$ cat config.mk
export PLATFORM = sky130hd
export DESIGN_NAME = clkout_gen
export DESIGN_NICKNAME = d
export VERILOG_FILES = /design/src/rtl/clkout_pkg.sv /design/src/rtl/clkout_enable_decode.sv /design/src/rtl/clkout_target_tracker.sv /design/src/rtl/clkout_gen.sv
export SDC_FILE = /design/constraint.sdc
export NUM_CORES = 1
export LEC_CHECK = 0
export ABC_AREA = 1
export BUFFER_PORTS_ARGS = -buffer_cell sky130_fd_sc_hd__buf_2
export CORE_MARGIN = 8
export CORE_UTILIZATION = 25
export DETAILED_ROUTE_END_ITERATION = 12
export PLACE_DENSITY = 0.5
export SYNTH_ARGS = -nofsm -noshare
export SYNTH_HDL_FRONTEND = slang
export SYNTH_SLANG_ARGS = --single-unit
$ cat constraint.sdc
create_clock -name clk -period 4.1 [get_ports clk]
set_input_delay 0.205 -clock clk [delete_from_list [all_inputs] [get_ports clk]]
set_output_delay 0.205 -clock clk [all_outputs]
set_load 0.05 [all_outputs]
$ cat src/rtl/clkout_pkg.sv
package clkout_pkg;
    typedef enum logic [0:0] {
        CO_IDLE  = 1'b0,
        CO_ARMED = 1'b1
    } co_state_t;
endpackage

$ cat src/rtl/clkout_enable_decode.sv
module clkout_enable_decode (
    input  logic ctl_en,
    input  logic ctl_sync,
    input  logic cfg_pin_out,
    input  logic cfg_pin_native,
    output logic active
);
    always_comb begin
        active = ctl_en & ctl_sync & cfg_pin_out & cfg_pin_native;
    end
endmodule

$ cat src/rtl/clkout_target_tracker.sv
module clkout_target_tracker #(
    parameter int TIME_W = 64
) (
    input  logic              clk,
    input  logic              rst_n,
    input  logic              load,
    input  logic              advance,
    input  logic [TIME_W-1:0] target_time,
    input  logic [TIME_W-1:0] period_time,
    input  logic [TIME_W-1:0] sys_time,
    output logic              due
);
    logic [TIME_W-1:0] sched_q;

    always_ff @(posedge clk) begin
        if (!rst_n) begin
            sched_q <= '0;
        end else if (load) begin
            sched_q <= target_time;
        end else if (advance) begin
            sched_q <= sched_q + period_time;
        end
    end

    always_comb begin
        due = (sys_time >= sched_q);
    end


    advance_step_chk: assert property (@(posedge clk) disable iff (!rst_n)
        (advance && !load) |=> (sched_q == $past(sched_q) + $past(period_time)));


    reload_chk: assert property (@(posedge clk) disable iff (!rst_n)
        load |=> (sched_q == $past(target_time)));
endmodule

$ cat src/rtl/clkout_gen.sv
module clkout_gen
    import clkout_pkg::*;
#(
    parameter int TIME_W = 64
) (
    input  logic              clk,
    input  logic              rst_n,
    input  logic [TIME_W-1:0] sys_time,
    input  logic [TIME_W-1:0] target_time,
    input  logic [TIME_W-1:0] period_time,
    input  logic              ctl_en,
    input  logic              ctl_sync,
    input  logic              ctl_irq_en,
    input  logic              cfg_pin_out,
    input  logic              cfg_pin_native,
    output logic              clk_out,
    output logic              clk_out_oe,
    output logic              clk_out_irq
);
    co_state_t state_q, state_d;
    logic      active;
    logic      due;
    logic      arm_ev;
    logic      fire_ev;

    clkout_enable_decode u_decode (
        .ctl_en         (ctl_en),
        .ctl_sync       (ctl_sync),
        .cfg_pin_out    (cfg_pin_out),
        .cfg_pin_native (cfg_pin_native),
        .active         (active)
    );

    clkout_target_tracker #(.TIME_W(TIME_W)) u_tracker (
        .clk         (clk),
        .rst_n       (rst_n),
        .load        (arm_ev),
        .advance     (fire_ev),
        .target_time (target_time),
        .period_time (period_time),
        .sys_time    (sys_time),
        .due         (due)
    );

    always_comb begin
        state_d = state_q;
        arm_ev  = 1'b0;
        fire_ev = 1'b0;
        unique case (state_q)
            CO_IDLE: begin
                if (active) begin
                    state_d = CO_ARMED;
                    arm_ev  = 1'b1;
                end
            end
            CO_ARMED: begin
                if (!active) begin
                    state_d = CO_IDLE;
                end else if (due) begin
                    fire_ev = 1'b1;
                end
            end
            default: state_d = CO_IDLE;
        endcase
    end

    always_ff @(posedge clk) begin
        if (!rst_n) begin
            state_q <= CO_IDLE;
        end else begin
            state_q <= state_d;
        end
    end

    always_ff @(posedge clk) begin
        if (!rst_n) begin
            clk_out     <= 1'b0;
            clk_out_irq <= 1'b0;
        end else begin
            clk_out     <= clk_out ^ fire_ev;
            clk_out_irq <= fire_ev & ctl_irq_en;
        end
    end

    assign clk_out_oe = active;


    toggle_needs_active_chk: assert property (@(posedge clk) disable iff (!rst_n)
        (clk_out != $past(clk_out)) |-> $past(active));


    hold_while_off_chk: assert property (@(posedge clk) disable iff (!rst_n)
        !$past(active) |-> $stable(clk_out));


    irq_needs_toggle_chk: assert property (@(posedge clk) disable iff (!rst_n)
        clk_out_irq |-> (clk_out != $past(clk_out)));


    irq_masked_chk: assert property (@(posedge clk) disable iff (!rst_n)
        clk_out_irq |-> $past(ctl_irq_en));
endmodule

==> summary.txt <==
Global routing
  • Vias in the first global route: 12600
  • Global-route wire length before repair: 71.2 mm
  • Remaining global-route overflow: 0
  • Initial antenna violation count: 1
  • Largest net degree at the start of global routing: 69
  • Global Route Usage Sum: 0.183

Detailed routing
  • Vias: 12500
  • Detail Route Antenna Nets: 0
  • Drt initial violations: 793
  • Total Wirelength: 46.5 mm
  • Wirelength per Cell: 16.3 um
  • Pre-Repair DR Iteration Count: 5
  • Vias per inst: 4.38
  • DRC: 0

Synthesis
  • Mapped Nets: 2397
  • Number of synthesized register bits: 67
  • Count of cell types in the netlist: 33
  • Syn Inst Count: 2070
  • Yosys top cell by area: nand2_1
  • Post-synth EDFFs: 0
  • Post-synthesis sequential area ratio: 0.124
  • Synth top area share: 0.269
  • Asr flop ratio synth: 0
  • Post-Syn Area per Cell: 5.24 sq um
  • Ys flop type: dfxtp_1
  • Synth area leaders: nand2_1 27%, ha_1 15%, inv_1 14%
  • Mapped Area: 10900 sq um
  • Warnings from Yosys: 0

Placement
  • Placed cells: 2828
  • I/O Buffers: 201
  • Post-DP HPWL: 40.5 mm
  • GP Congestion: 0.894

Worst setup path
  • Required @ worst endpoint: 4.36 ns
  • Startpoint Class: flip-flop
  • Crit path arrival time: 3.71 ns
  • RR Endpoint: u_tracker.sched_q[45]
  • Worst r2r src: u_tracker.sched_q[2]
  • CP Capture Point: u_tracker.sched_q[45]
  • CP Capture Type: flip-flop
  • Setup crit start: u_tracker.sched_q[2]
  • CP Max Fanout: 49
  • Crit path kind: flip-flop to flip-flop
  • Reg2Reg Depth: 19
  • FF-to-FF setup slack: 0.65 ns

Clocking
  • CTS tree: built
  • Register clock-pin slew on the reported worst setup and hold paths: 0.06 ns
  • Bufs on Longest Clock Path: 2
  • Post CTS Setup Buffer Count: 0
  • TritonCTS Sinks: 67
  • Post-CTS Hold Buffers: 0
  • Post-CTS Resized: 0
  • CTS buffer count: 9
  • Root buf cell: clkbuf_16
  • H-tree depth: 3
  • Clk_lat worst skew: 0.37 ns

Power and ir drop
  • Sw Ratio: 0.381
  • PD cells: 186 nW/um^2
  • Pleak: 7.53 nW
  • VDD IR max: 0.173 mV
  • Switching pwr: 0.904 mW
  • Share of power burned in the clock network: 0.332
  • Flop pwr share: 0.291
  • Comb pwr share: 0.377
  • Int Pwr: 1.47 mW

Final layout
  • Leading cell types in the layout, fill and taps excluded: 778 x nand2_1, 414 x inv_1, 263 x nor2_1
  • Synth-to-Final Area Change: 17.3%
  • Most common cell after layout, fill and taps aside: nand2_1
  • Ratio of cells with drive above 1 in the final layout: 0.112
  • Non-Filler Instances: 2843
  • Ant diodes: 0
  • # nets final: 2581

STA
  • Actual slew at the worst max-slew pin: 0.898 ns
  • # setup viols final: 0
  • Final setup TNS: 0 ns
  • Fin. max-slew vios: 0
  • Minimum clock period: 3.45 ns
  • Clock skew: 0.00719 ns
  • Fmax: 290 MHz
  • Part of the cycle the worst path needs: 0.842
  • Final hold viol count: 0
  • RSZ-0062 raised after global routing: false
  • Slew headroom: 0.401

Floorplanning
  • Die area: 50300 sq um
  • Initial Util: 0.252
  • # IOs: 202
  • Row count: 76
  • Die width: 224 um
  • Die H: 224 um
  • Core Footprint: 43000 sq um

Job
  • Max Cap Viol: 0

Status
  • Outcome: complete, no violations

Min path
  • Worst min path class: input port to flip-flop
-- through the flow --
step	area, sq um	setup WS [ns]	hold slack, ns	total power, mW	utilization
after floorplan	10900	2.05	0.324	1.27	-
after global placement	12500	0.648	0.446	1.60	0.290
after detailed placement	12500	0.553	0.442	1.60	0.290
after CTS	12700	0.533	0.0484	2.41	0.296
after global routing	12700	0.297	0.0713	2.55	0.296
final	12700	0.648	0.0665	2.37	0.296
-- cells in the mapped netlist, drive strengths merged (3+ instances only) --
cell    number
dfxtp       67
clkbuf      11
nor2       266
o21ai       43
or2          9
a21oi       75
nand3      143
nand2      781
o21a         4
o21bai      16
nand3b       3
buf         25
ha         127
inv        416
xnor2       12
and2         7
nor3        20
nor4         6
nand4       18
xor2        16
-- sequential cells by signal (all words and copies together), names as in the netlist --
| signal | cells |
|---|---|
| clk_out_irq | 1 |
| clk_out | 1 |
| u_tracker.sched_q | 64 |
| state_q | 1 |
-- power by group through the flow --
stage / clock network (mW) / logic, mW / registers (mW)
floorplan: 0 / 0.568 / 0.700
global placement: 0 / 0.893 / 0.704
detailed placement: 0 / 0.900 / 0.704
CTS: 0.814 / 0.906 / 0.690
global route: 0.833 / 1.02 / 0.693
finish: 0.788 / 0.893 / 0.690
-- cell families (layout without fill, tap and decap cells) --
group	Yosys count	after routing	share of synthesized area
xor gates and xnor gates	28	28	0.0226
AOI/OAI and AO/OA	139	139	0.0690
adders and majority gates	128	128	0.148
DFF	67	67	0.124
and+or+nand+nor	1256	1256	0.473
buffers and inverters	452	640	0.164
-- layer usage --
metal	vias to the layer above	track usage	wire length, um
met5	-	0	13
met1	5542	0.245	22900
met2	237	0.304	20700
li1	6651	-	-
met3	32	0.0281	1960
met4	2	0.0466	878
-- critical path, stage by stage, from the launching register on --
cell and delay, ns:
dfxtp_1 0.33, inv_1 0.07, ha_1 0.29, nand2_1 0.08, nor2_1 0.04, nand2_1 0.06
nand3_1 0.11, nand2_1 0.08, nand2_1 0.08, nand2_1 0.07, nand2_1 0.12, nand2_1 0.09
nand2_1 0.14, nand2_1 0.13, nand2_2 0.23, nand2_2 0.45, buf_4 0.57, nand3_1 0.16
nand2_1 0.10, nor2_1 0.04
-- how the worst min path moves through the flow --
stage | cells after the start | from | slack, ns | endpoint
finish | 3 | ctl_irq_en | 0.07 | clk_out_irq
floorplan | 2 | ctl_irq_en | 0.32 | clk_out_irq
global placement | 3 | ctl_irq_en | 0.45 | clk_out_irq
CTS | 3 | ctl_irq_en | 0.05 | clk_out_irq
global route | 3 | ctl_irq_en | 0.07 | clk_out_irq
detailed placement | 3 | ctl_irq_en | 0.44 | clk_out_irq
-- layout make-up --
type,instances,area (sq um)
fillers,5096,30200
repair buffers,209,1070
clock inverters,3,40.0
well taps,585,732
multi-input cells,1551,7750
flip-flops and latches,67,1340
inverters,416,1560
clock buffers,12,236
(Power assumes the default switching activity.)
